--- src/rtl/cap_stop_pkg.sv ---
// Shared constants for the capture shutdown sequencer: bus widths and the
// register offsets that software and this block agree on.
package cap_stop_pkg;
    localparam int ADDR_W = 12;
    localparam int DATA_W = 32;
    localparam int PTR_W  = 8;   // pointer fields are byte wide in the readback
    localparam int SEL_W  = 2;
    localparam int OUT_W  = 6;

    localparam logic [ADDR_W-1:0] OFS_INSEL  = 12'h000;
    localparam logic [ADDR_W-1:0] OFS_SRST   = 12'h00C;
    localparam logic [ADDR_W-1:0] OFS_FPTR   = 12'h168;
    localparam logic [ADDR_W-1:0] OFS_XSTOP  = 12'h174;
    localparam logic [ADDR_W-1:0] OFS_XACK   = 12'h178;
    localparam logic [ADDR_W-1:0] OFS_PEN    = 12'h200;
    localparam logic [ADDR_W-1:0] OFS_MSTAT  = 12'h254;

    localparam int MSTAT_ACT_BIT = 2;
endpackage

--- src/rtl/cstop_regs.sv ---
// Writable control registers: enable, input select, stop request and the
// gated soft reset. Assumes quiet_i is valid every cycle; a request to enter
// reset waits in a pending flag until quiet_i is high.
module cstop_regs
    import cap_stop_pkg::*;
(
    input  logic              clk,
    input  logic              rst_n,
    input  logic              wr_i,
    input  logic [ADDR_W-1:0] addr_i,
    input  logic [SEL_W-1:0]  wsel_i,
    input  logic              wbit0_i,
    input  logic              quiet_i,
    output logic              en_o,
    output logic [SEL_W-1:0]  sel_o,
    output logic              stop_req_o,
    output logic              srst_n_o,
    output logic              srst_pend_o
);
    // Plain read/write registers: enable, select, stop request.
    always_ff @(posedge clk) begin
        if (!rst_n) begin
            en_o       <= 1'b0;
            sel_o      <= '0;
            stop_req_o <= 1'b0;
        end else if (wr_i) begin
            if (addr_i == OFS_PEN)   en_o       <= wbit0_i;
            if (addr_i == OFS_INSEL) sel_o      <= wsel_i;
            if (addr_i == OFS_XSTOP) stop_req_o <= wbit0_i;
        end
    end

    // Soft reset: release at once, enter only when the path is quiet.
    always_ff @(posedge clk) begin
        if (!rst_n) begin
            srst_n_o    <= 1'b0;
            srst_pend_o <= 1'b0;
        end else if (wr_i && addr_i == OFS_SRST) begin
            if (wbit0_i) begin
                srst_n_o    <= 1'b1;
                srst_pend_o <= 1'b0;
            end else if (quiet_i) begin
                srst_n_o    <= 1'b0;
                srst_pend_o <= 1'b0;
            end else begin
                srst_pend_o <= srst_n_o;
            end
        end else if (srst_pend_o && quiet_i) begin
            srst_n_o    <= 1'b0;
            srst_pend_o <= 1'b0;
        end
    end

    assert_reset_only_when_quiet_R8: assert property (@(posedge clk) disable iff (!rst_n)
        $fell(srst_n_o) |-> $past(quiet_i));
endmodule

--- src/rtl/cstop_activity.sv ---
// Module-active flag: set by a frame start while enabled, cleared by a frame
// end once the enable is low, forced low while the section is in reset.
// Assumes frame_start/frame_end are single-cycle strobes.
module cstop_activity (
    input  logic clk,
    input  logic rst_n,
    input  logic srst_n_i,
    input  logic en_i,
    input  logic frame_start_i,
    input  logic frame_end_i,
    output logic active_o
);
    // Track whether a frame is in flight under the current enable.
    always_ff @(posedge clk) begin
        if (!rst_n || !srst_n_i)           active_o <= 1'b0;
        else if (frame_end_i && !en_i)     active_o <= 1'b0;
        else if (frame_start_i && en_i)    active_o <= 1'b1;
    end

    assert_set_on_start_R3: assert property (@(posedge clk) disable iff (!rst_n)
        (frame_start_i && en_i && srst_n_i) |=> active_o);
    assert_clear_on_end_R3: assert property (@(posedge clk) disable iff (!rst_n)
        (frame_end_i && !en_i) |=> !active_o);
    assert_low_in_reset_R9: assert property (@(posedge clk) disable iff (!rst_n)
        !srst_n_i |=> !active_o);
endmodule

--- src/rtl/cstop_axi_stop.sv ---
// AXI stop handshake: withholds the issue permit while a stop is requested
// and acknowledges once no writes remain outstanding. Assumes the master
// issues nothing while the permit is low, so the count only falls.
module cstop_axi_stop
    import cap_stop_pkg::*;
(
    input  logic             clk,
    input  logic             rst_n,
    input  logic             srst_n_i,
    input  logic             stop_req_i,
    input  logic [OUT_W-1:0] outstanding_i,
    output logic             ack_o,
    output logic             issue_en_o
);
    // Acknowledge register, cleared in soft reset.
    always_ff @(posedge clk) begin
        if (!rst_n) ack_o <= 1'b0;
        else        ack_o <= srst_n_i && stop_req_i && (outstanding_i == '0);
    end

    // Issue permit for the AXI master.
    always_comb issue_en_o = srst_n_i && !stop_req_i;

    assert_ack_after_drain_R6: assert property (@(posedge clk) disable iff (!rst_n)
        ack_o |-> $past(outstanding_i == '0) && $past(stop_req_i));
    assert_no_ack_in_reset_R9: assert property (@(posedge clk) disable iff (!rst_n)
        !srst_n_i |=> !ack_o);
endmodule

--- src/rtl/cap_stop_seq.sv ---
// Top of the capture shutdown sequencer: ties the control registers, the
// activity tracker and the AXI stop handshake together and decodes reads.
// Assumes the register bus is single-cycle with combinational read data.
module cap_stop_seq
    import cap_stop_pkg::*;
(
    input  logic              clk,
    input  logic              rst_n,
    input  logic              reg_wr,
    input  logic [ADDR_W-1:0] reg_addr,
    input  logic [DATA_W-1:0] reg_wdata,
    output logic [DATA_W-1:0] reg_rdata,
    input  logic              frame_start,
    input  logic              frame_end,
    input  logic [PTR_W-1:0]  fifo_wptr,
    input  logic [PTR_W-1:0]  fifo_rptr,
    input  logic [OUT_W-1:0]  axi_outstanding,
    output logic              proc_en,
    output logic [SEL_W-1:0]  in_sel,
    output logic              ip_rst_n,
    output logic              axi_issue_en
);
    logic stop_req, srst_n, srst_pend, active, ack, quiet, fifo_empty;
    logic unused_wdata;

    assign unused_wdata = ^reg_wdata[DATA_W-1:SEL_W];

    // Quiet condition that allows soft reset to be entered.
    always_comb begin
        fifo_empty = (fifo_wptr == fifo_rptr);
        quiet      = !proc_en && !active && fifo_empty && (axi_outstanding == '0);
    end

    cstop_regs u_regs (
        .clk        (clk),
        .rst_n      (rst_n),
        .wr_i       (reg_wr),
        .addr_i     (reg_addr),
        .wsel_i     (reg_wdata[SEL_W-1:0]),
        .wbit0_i    (reg_wdata[0]),
        .quiet_i    (quiet),
        .en_o       (proc_en),
        .sel_o      (in_sel),
        .stop_req_o (stop_req),
        .srst_n_o   (srst_n),
        .srst_pend_o(srst_pend)
    );

    cstop_activity u_act (
        .clk          (clk),
        .rst_n        (rst_n),
        .srst_n_i     (srst_n),
        .en_i         (proc_en),
        .frame_start_i(frame_start),
        .frame_end_i  (frame_end),
        .active_o     (active)
    );

    cstop_axi_stop u_axi (
        .clk          (clk),
        .rst_n        (rst_n),
        .srst_n_i     (srst_n),
        .stop_req_i   (stop_req),
        .outstanding_i(axi_outstanding),
        .ack_o        (ack),
        .issue_en_o   (axi_issue_en)
    );

    assign ip_rst_n = srst_n;

    // Read decode; status that depends on the section is zero in reset.
    always_comb begin
        reg_rdata = '0;
        case (reg_addr)
            OFS_INSEL: reg_rdata[SEL_W-1:0] = in_sel;
            OFS_SRST:  reg_rdata[0] = srst_n || srst_pend;
            OFS_FPTR:  if (srst_n) begin
                           reg_rdata[PTR_W-1:0]   = fifo_wptr;
                           reg_rdata[16+PTR_W-1:16] = fifo_rptr;
                       end
            OFS_XSTOP: reg_rdata[0] = stop_req;
            OFS_XACK:  reg_rdata[0] = ack;
            OFS_PEN:   reg_rdata[0] = proc_en;
            OFS_MSTAT: reg_rdata[MSTAT_ACT_BIT] = active;
            default:   reg_rdata = '0;
        endcase
    end

    assert_no_issue_while_stop_R5: assert property (@(posedge clk) disable iff (!rst_n)
        stop_req |-> !axi_issue_en);
endmodule

--- config.mk ---
export PLATFORM = sky130hd
export DESIGN_NAME = cap_stop_seq
export DESIGN_NICKNAME = d
export VERILOG_FILES = /design/src/rtl/cap_stop_pkg.sv /design/src/rtl/cstop_regs.sv /design/src/rtl/cstop_activity.sv /design/src/rtl/cstop_axi_stop.sv /design/src/rtl/cap_stop_seq.sv
export SDC_FILE = /design/constraint.sdc
export NUM_CORES = 1
export LEC_CHECK = 0
export BUFFER_PORTS_ARGS = -buffer_cell sky130_fd_sc_hd__clkbuf_2
export CAP_MARGIN = 20
export CORE_MARGIN = 8
export CORE_UTILIZATION = 29
export DETAILED_ROUTE_END_ITERATION = 10
export PLACE_DENSITY = 0.75
export SYNTH_ARGS = -nofsm -noshare
export SYNTH_HDL_FRONTEND = slang
export SYNTH_SLANG_ARGS = --single-unit
export TNS_END_PERCENT = 30
--- constraint.sdc ---
create_clock -name clk -period 1.85 [get_ports clk]
set_clock_uncertainty 0.2 [all_clocks]
set_input_delay 0.185 -clock clk [delete_from_list [all_inputs] [get_ports clk]]
set_output_delay 0.185 -clock clk [all_outputs]
set_load 0.1 [all_outputs]
==> results of run 1 <==
==> layout by cell type (no fill, tap or decap), types with 4 or more instances in the layout <==
cell,instances
clkbuf_2,44
buf_12,18
conb_1,16
buf_4,14
and2_4,12
xor2_1,8
a21oi_1,6
inv_1,6
nor3_1,5
nand2_1,5
o21ai_0,4
dfxtp_1,4
==> report_power, final <==
group          internal [W]  switching [W]
sequential         0.000171   0.0000000120
clock             0.0000826      0.0000607
combinational     0.0000613       0.000201
==> metrics by stage <==
step / total power [W] / util (%)
after floorplan: 0.0003718 / -
after global placement: 0.0004204 / 53.14
after detailed placement: 0.0004239 / 53.14
after CTS: 0.0005822 / 57.80
after global routing: 0.0006068 / 58.60
final: 0.0005769 / 58.60
==> metal layers <==
metal	global-route usage [%]	wire, um	vias up	part of all wire [%]
met1	13.45	1203	523	37
met5	0	0	-	0
met2	24.82	1783	52	54
met4	5.774	40	0	1.2
met3	4.096	252	4	7.7
li1	-	-	544	-
==> state kept, by name (all words and copies together), names as in the netlist <==
register and flops:
u_regs.stop_req_o 1, u_axi.ack_o 1, u_regs.sel_o 2, u_regs.en_o 1, u_regs.srst_pend_o 1, u_act.active_o 1, u_regs.srst_n_o 1
==> area by class of cell <==
class / count / area (um2)
clock buffers: 4 / 26.28
inverters: 6 / 22.52
well taps: 33 / 41.29
repair buffers: 81 / 754.5
flip-flops and latches: 8 / 167.7
fillers: 274 / 1222
multi-input cells: 98 / 718.2
==> repair_timing <==
item / CTS / global route
endpoints found under the hold margin: 3 / 0
buffers inserted: 3 / 1
hold buffers: 3 / 0
gates cloned: 1 / 0
resized for setup: 7 / 3
setup endpoints to repair: 16 / 17
pin swaps: 4 / 3
==> path summary, 6_finish.rpt <==
kind	from	to	slack [ps]	cells after the start
worst min-delay path	axi_outstanding[0]	u_axi.ack_o$_SDFF_PN0_	10	4
worst max-delay path	u_regs.srst_n_o$_SDFFE_PN0P_	reg_rdata[0]	-130	5
worst min register to register	u_regs.sel_o[0]$_SDFFE_PN0P_	u_regs.sel_o[0]$_SDFFE_PN0P_	290	2
worst max register to register	u_regs.srst_n_o$_SDFFE_PN0P_	u_regs.srst_pend_o$_SDFFE_PN0P_	500	4
==> worst max-delay path, stage by stage (launching register included) <==
cell     delay [ps]
dfxtp_4         350
and3_4          160
and4_4          160
buf_12          130
a221o_4         370
buf_12          170
==> kinds of logic after synthesis <==
family                    after synthesis
AOI/OAI and AO/OA                      18
and+or+nand+nor                        54
xor gates and xnor gates                8
muxes                                   2
DFF                                     8
buffers and inverters                  24
other                                   1
==> reports/metrics.cfg, run 1 <==
[worst_setup_path]
startpoint_type=register
crit_required_ps=1460
critPathKind=reg -> out
cp_max_fo=5
arrival_ps=1600
critPathCaptureType=output port

[global_route]
grt_util_all_layers_pct=13.41
grt_first_pass_wirelength_mm=5.464
antenna_found_initial=0
grt_overflow=0
grt_start_max_net_pins=9
grt_pass1_vias=1163

[yosys]
ys_top_cells_by_area=dfxtp_1, buf_4, and2_1
synth_top_family_by_area=simple AND/OR/NAND/NOR gates
syn_inst=115
synth_mux_area_share_pct=2.429
ys_warn_count=0
yosysUniqueCellTypes=33
synthAdderAreaFrac_pct=0
yosysTopAreaCell=dfxtp_1
ys_top_cells_by_count=buf_4, and2_1, dfxtp_1, xor2_1
yosysSeqAreaShare_pct=18.29
ys_seq_elements=8
yosys.area_share.simple_pct=39.86
async_flop_share_pct=0
synth-xor-area-share_pct=8.000
avgSynthCellArea_um2=7.616
synth_top_area_share_pct=18.29
syn-cell-area_um2=875.8
yosysMostFrequentCell=buf_4
synth_top_flop_cell=dfxtp_1
synth-compound-area-share_pct=13.86
synth_edf_count=0

[routing]
dr.first_iter.drc_count=18
routed_wl_mm=3.279
wl_per_cell_um=14.26
dr.pass1.iters=6
remaining_drc_errors=0
detail-route-antenna-nets=0
routed_via_density=4.883
vias=1123

[clocking]
clk_latency_ps=260
cts_tree=built
cts-root-buf=clkbuf_4
clock_sinks=8
h-tree-depth=1
cts_buffers=3
path_clk_slew_ps=60
clock_path_buffers=2

[sta]
setup_viol=16
rsz0062_at_grt=true
hold_violations=0
fmax_mhz=504.1
hold-worst-slack_ps=12.08
layout_setup_ws_ps=-133.7
maxSlewViolCount=0
post-route-min-period_ps=1984
relSlewSlack_pct=63.68
finalSetupTns_ps=-1194
finalCritPeriodShare_pct=107.2
worstMarginPinSlew_ps=547.1

[final_layout]
finish.instance_area_mm2=0.001730
final_nets=269
diodes=0
area_growth_pct=97.57
final_cells=230
drive_above_1_share_pct=55.84

[die]
initial_core_util_pct=29.66
rows=20
core-area_mm2=0.002953
io_pins=108
die_y_um=70.96
die-area_mm2=0.005035
die_w_um=70.96

[placement]
post-place-cells=218
dp.final_hpwl_mm=2.762
place_area_mm2=0.001569
post-place-ws_ps=-156.7
portBuffers=61
gp_congestion=0.9020

[power_and_ir_drop]
p_leak_nw=0.8198
ir_drop_mv=0.2384
powerDensity_mw_per_mm2=333.4

[status]
status=finished with violations
violations=setup timing

[run]
maxCapViolations=0

[hold_path]
hp-class=in -> reg

No activity file was read; power rests on OpenSTA's default activity.
==> inputs of run 2 (changes only) <==
- ABC_AREA: unset -> 1
- CORE_UTILIZATION: 29 -> 31
- CTS_CLUSTER_SIZE: unset -> 8
==> run 2 against run 1 <==
Hold slack better by 23 ps. Wire length is 4.4% higher. Total power is 1.3% higher. Sequential cell count stayed put. The run still ends with setup timing left. Die area is 4.7% higher. Synthesized cell count is 50% higher. Combinational power is 3% higher. Worst setup slack better by 100 ps. Critical path type unchanged. Clock power hardly changed. Core utilization is 1.2 points lower. Sequential share of layout area is 0.27 points lower. Via count is 11% higher.
==> reports/metrics.cfg, run 2 <==
[sta]
rsz0062_at_grt=true
hold_violations=0  ; unchanged
fmax_mhz=532.1  ; +5.5%
maxSlewViolCount=0  ; unchanged
hold-worst-slack_ps=35.11  ; +23.03 ps
worstMarginPinSlew_ps=548.2  ; +1.131 ps
relSlewSlack_pct=63.61  ; -0.075 points
setup_viol=2  ; -14
layout_setup_ws_ps=-29.45  ; +104.3 ps
post-route-min-period_ps=1879  ; -104.3 ps
finalCritPeriodShare_pct=101.6  ; -5.6 points

[routing]
dr.pass1.iters=4  ; -2
remaining_drc_errors=0  ; unchanged
vias=1246  ; +11%
wl_per_cell_um=11.92  ; -16%
detail-route-antenna-nets=0  ; unchanged
routed_wl_mm=3.422  ; +4.4%
routed_via_density=4.341  ; -11%
dr.first_iter.drc_count=92  ; +74

[worst_setup_path]
crit_required_ps=1460  ; about the same
arrival_ps=1490  ; -110 ps
cp_max_fo=8  ; +3
critPathCaptureType=output port
critPathKind=reg -> out
startpoint_type=register

[clocking]
cts_tree=built
path_clk_slew_ps=60  ; about the same
clk_latency_ps=250  ; about the same
clock_path_buffers=2  ; unchanged
cts_buffers=3  ; unchanged
clock_sinks=8  ; unchanged
cts-root-buf=clkbuf_4
h-tree-depth=1  ; unchanged

[die]
die-area_mm2=0.005272  ; +4.7%
die_y_um=72.61  ; +2.3%
initial_core_util_pct=32.54  ; +2.9 points
die_w_um=72.61  ; +2.3%
io_pins=108  ; unchanged
core-area_mm2=0.003053  ; +3.4%
rows=20  ; unchanged

[yosys]
avgSynthCellArea_um2=5.743  ; -25%
synth_edf_count=0  ; unchanged
synth_top_area_share_pct=16.12  ; -2.2 points
yosysTopAreaCell=dfxtp_1
synth_top_flop_cell=dfxtp_1
syn_inst=173  ; +50%
yosysMostFrequentCell=nand2_1
ys_seq_elements=8  ; unchanged
yosysUniqueCellTypes=26  ; -21%
ys_top_cells_by_area=dfxtp_1, nand2_1, buf_4
ys_warn_count=0  ; unchanged
yosysSeqAreaShare_pct=16.12  ; -2.2 points
async_flop_share_pct=0  ; unchanged
ys_top_cells_by_count=nand2_1, inv_1, nor2_1
syn-cell-area_um2=993.5  ; +13%

[final_layout]
drive_above_1_share_pct=40.74  ; -15 points
area_growth_pct=76.45
diodes=0  ; unchanged
largest_reg_flops=2  ; unchanged
final_common_cell=clkbuf_2
regMostFlops=u_regs.sel_o
fillerInstances=313  ; +14%
final_cell_mix=clkbuf_2, nand2_1, inv_1
final_nets=315  ; +17%

[global_route]
grt_util_all_layers_pct=12.92  ; -0.49 points
grt_first_pass_wirelength_mm=5.554  ; +1.6%
grt_start_max_net_pins=9  ; unchanged
grt_pass1_vias=1325  ; +14%
antenna_found_initial=0  ; unchanged
grt_overflow=0  ; unchanged

[status]
status=finished with violations
violations=setup timing

[hold_path]
hp-class=in -> reg

[power_and_ir_drop]
powerDensity_mw_per_mm2=333.2  ; about the same
ir_drop_mv=0.2044  ; -14%
total_power_w=0.0005842  ; +1.3%
p_leak_nw=0.8600  ; +4.9%

[placement]
portBuffers=61  ; unchanged
gp_congestion=0.8330  ; -7.6%
dp.final_hpwl_mm=2.953  ; +6.9%
post-place-ws_ps=49.67  ; +206.3 ps

[run]
maxCapViolations=0  ; unchanged

run 2: critical path: stages, from the launching register on:
cell and delay (ps):
dfxtp_4 360, inv_4 40, nor3_4 150, nand3_4 150, buf_12 200, o32ai_4 120, buf_12 210
run 2: logic make-up (layout without fill, tap and decap cells):
| group | Yosys count | count (layout) | synth area share, % |
|---|---|---|---|
| and+or+nand+nor | 98 | 98 | 47.98 |
| buffers and inverters | 50 | 105 | 25.69 |
| AOI/OAI and AO/OA | 14 | 14 | 8.061 |
| DFF | 8 | 8 | 16.12 |
| xor gates and xnor gates | 2 | 2 | 1.764 |
| other | 1 | 16 | 0.3775 |
run 2: final timing paths:
| kind | start | slack, ps | end | depth (start not counted) |
|---|---|---|---|---|
| max | u_regs.srst_n_o$_SDFFE_PN0P_ | -30 | reg_rdata[2] | 6 |
| min | axi_outstanding[0] | 40 | u_axi.ack_o$_SDFF_PN0_ | 4 |
| max reg2reg | u_regs.en_o$_SDFFE_PN0P_ | 460 | u_regs.srst_n_o$_SDFFE_PN0P_ | 10 |
| min reg2reg | u_regs.sel_o[0]$_SDFFE_PN0P_ | 290 | u_regs.sel_o[0]$_SDFFE_PN0P_ | 2 |
run 2: what timing repair did:
item	in CTS	in global routing
pin swaps	2	1
hold buffers	3	0
endpoints found under the setup margin	16	16
endpoints found under the hold margin	3	0
resized for setup	8	2
buffers inserted	2	0
run 2: cell type report:
| class | instances | area, um2 | share of cell area [%] |
|---|---|---|---|
| clock buffer | 4 | 26.28 | 1.499 |
| multi-input combinational | 130 | 749.5 | 42.76 |
| inverter | 33 | 126.4 | 7.209 |
| tap | 44 | 55.05 | 3.141 |
| timing repair buffer | 68 | 630.6 | 35.97 |
| sequential | 8 | 165.2 | 9.422 |
run 2: metal layers:
layer  global-route usage, %  part of all wire [%]  vias to the layer above
met1                   12.36                    35                      540
met5                       0                     0                        -
li1                        -                     -                      641
met4                   4.667                     0                        0
met2                   22.76                    49                       65
met3                   7.005                    15                        0
run 2: metrics by stage:
stage / TNS [ps] / utilization, % / instances / area, um2
6_report: -47.48 / 57.42 / 287 / 1753
5_1_grt: -555.8 / 57.42 / 287 / 1753
4_1_cts: -131.9 / 57.13 / 287 / 1744
3_5_place_dp: 0 / 53.65 / 278 / 1638
3_3_place_gp: 0 / 53.65 / 278 / 1638
2_1_floorplan: -3829 / - / 188 / 1154
run 2: power breakdown:
part	internal [W]	total, W	switching (W)
sequential	0.000171	0.000171	0.0000000163
combinational	0.0000554	0.000271	0.000216
clock	0.0000825	0.000142	0.0000596
==> inputs of run 3 (changes only) <==
- CORE_ASPECT_RATIO: unset -> 0.6
==> run 3 against run 2 <==
The run still ends with setup timing left. Sequential cell count unchanged. Hold slack lost 17 ps. Total power grew 12%. Count of clock-buffer cells in the layout did not move.
==> reports/metrics.cfg, run 3 (same netlist as run 2, synthesis figures left out) <==
[status]
status=finished with violations
violations=setup timing

[power_and_ir_drop]
pwr-share-clk_pct=32.8  ; +8.5 points
intPower_w=0.0003734  ; +21%
powerDensity_mw_per_mm2=370.3  ; +11%
power.switching_w=0.0002813  ; +2.2%
p_leak_nw=0.8669  ; +0.80%
ir_drop_mv=0.2005  ; -1.9%
pwr-share-comb_pct=41.0  ; -5.4 points
power_frac_seq_pct=26.2  ; -3.1 points
swShare_pct=42.96  ; -4.2 points

[hold_path]
hp-class=in -> reg
min_from=reg_wdata[1]

[die]
die-area_mm2=0.005332  ; +1.1%
rows=16  ; -20%
die_y_um=59.85  ; -18%
core-area_mm2=0.003163  ; +3.6%
die_w_um=89.09  ; +23%
initial_core_util_pct=31.41  ; -1.1 points
io_pins=108  ; unchanged

[clocking]
clock_sinks=8  ; unchanged
cts_buffers=3  ; unchanged
clock_path_buffers=2  ; unchanged
cts_tree=built
path_clk_slew_ps=40  ; -20 ps
h-tree-depth=1  ; unchanged
clk_latency_ps=220  ; -30 ps
cts-root-buf=clkbuf_8

[sta]
fmax_mhz=540.4  ; +1.6%
setup_viol=1  ; -1
maxSlewViolCount=0  ; unchanged
worstMarginPinSlew_ps=558.2  ; +9.942 ps
relSlewSlack_pct=62.95  ; -0.66 points
finalCritPeriodShare_pct=100.0  ; -1.6 points
rsz0062_at_grt=true
layout_setup_ws_ps=-0.3921  ; +29.06 ps
post-route-min-period_ps=1850  ; -29.06 ps
hold_violations=0  ; unchanged

[global_route]
grt_pass1_vias=1138  ; -14%
grt_first_pass_wirelength_mm=5.140  ; -7.5%
use_met1_pct=16.90  ; +4.5 points
grt_overflow=0  ; unchanged
use_met3_pct=3.155  ; -3.9 points
grt_start_max_net_pins=8  ; -1
grt_util_all_layers_pct=12.06  ; -0.86 points
antenna_found_initial=0  ; unchanged
gr-usage-met2_pct=18.26  ; -4.5 points
busiest_layer=met2

[worst_setup_path]
crit_chain=inv_4, nor3_4, nand3_4, buf_12, o21ai_4, buf_12
setup.worst_path.start=u_regs.srst_n_o$_SDFFE_PN0P_
cpMostUsedCell=buf_12
startpoint_type=register
cp_top_family=buffers and inverters
crit_required_ps=1460  ; about the same
crit_path_max_incr_delay_ps=350  ; about the same
arrival_ps=1470  ; -20 ps
crit_buf_inv=3  ; unchanged
cpMaxStageDelayCell=dfxtp_4
critPathKind=reg -> out
critPathCaptureType=output port
cp_max_fo=7  ; -1
r2r_start=u_act.active_o$_SDFFE_PP0P_

[final_layout]
area_growth_pct=77.96
final_nets=314  ; -0.32%
drive_above_1_share_pct=41.32  ; +0.58 points
final_cell_mix=clkbuf_2, nand2_1, inv_1
final_common_cell=clkbuf_2
finish.instance_area_mm2=0.001768  ; +0.86%
fin_util_pct=55.89  ; -1.5 points
largest_reg_flops=2  ; unchanged
regMostFlops=u_regs.sel_o
diodes=0  ; unchanged

[routing]
vias=1209  ; -3.0%
routed_wl_mm=3.344  ; -2.3%
remaining_drc_errors=0  ; unchanged
dr.first_iter.drc_count=74  ; -20%
dr.pass1.iters=4  ; unchanged
routed_via_density=4.213  ; -3.0%
wl_per_cell_um=11.65  ; -2.3%
detail-route-antenna-nets=0  ; unchanged

[run]
maxCapViolations=0  ; unchanged

[placement]
place_area_mm2=0.001644  ; +0.38%
dp.final_hpwl_mm=2.883  ; -2.4%
gp_congestion=0.8796  ; +5.6%
post-place-ws_ps=81.54  ; +31.87 ps
portBuffers=61  ; unchanged

## run 3: cell types whose count changed in the layout (fill, tap and decap cells not counted), sizes merged
cell and change:
dlygate4sd3 -2, buf +1
## run 3: metal layers
metal  wire [um]  vias to the layer above
met5           0                        -
met4           7                        0
met3         323                        2
met2        1515                       44
met1        1498                      523
li1            -                      640
## run 3: layout make-up
type / instances / area (um2)
fillers: 309 / 1395
multi-input cells: 130 / 749.5
repair buffers: 67 / 625.6
flip-flops and latches: 8 / 165.2
inverters: 33 / 126.4
well taps: 45 / 56.30
clock buffers: 4 / 45.04
## run 3: repair_timing
action | 4_1_cts | 5_1_grt
endpoints found under the hold margin | 1 | 0
setup buffers | 2 | 1
resized for setup | 1 | 4
pin swaps | 3 | 0
hold buffers | 1 | 0
gates cloned | 1 | 0
endpoints found under the setup margin | 15 | 15
## run 3: through the flow
step	cells	hold slack, ps	TNS [ps]	power, W
2_1_floorplan	188	85.26	-3829	0.0004004
3_3_place_gp	278	171.4	0	0.0004353
3_5_place_dp	278	175.1	0	0.0004374
4_1_cts	286	19.42	-87.02	0.0006542
5_1_grt	287	49.42	-462.6	0.0006897
6_report	287	17.70	-0.3921	0.0006547
## run 3: power by group through the flow
stage          clock network [W]  logic (W)  registers [W]
6_report                0.000215   0.000268       0.000172
3_3_place_gp                   0   0.000261       0.000175
5_1_grt                 0.000233   0.000286       0.000171
3_5_place_dp                   0   0.000263       0.000175
4_1_cts                 0.000217   0.000265       0.000172
2_1_floorplan                  0   0.000226       0.000175
## run 3: path summary, 6_finish.rpt
kind / end / slack [ps] / cells after the start
setup / recovery: reg_rdata[1] / -0.4 / 6
hold / removal: u_regs.sel_o[1]$_SDFFE_PN0P_ / 20 / 3
setup reg to reg: u_regs.srst_n_o$_SDFFE_PN0P_ / 390 / 10
hold reg to reg: u_regs.sel_o[1]$_SDFFE_PN0P_ / 280 / 2
## run 3: worst reg2reg max path, cell delays in order (launching register included)
cell and delay [ps]:
dfxtp_1 300, inv_1 100, nand2_1 70, nor2_1 90
nand2_1 50, nor2_1 140, nand3_1 160, nand2_1 90
nand2_1 50, nand2_1 50, nand2_1 40
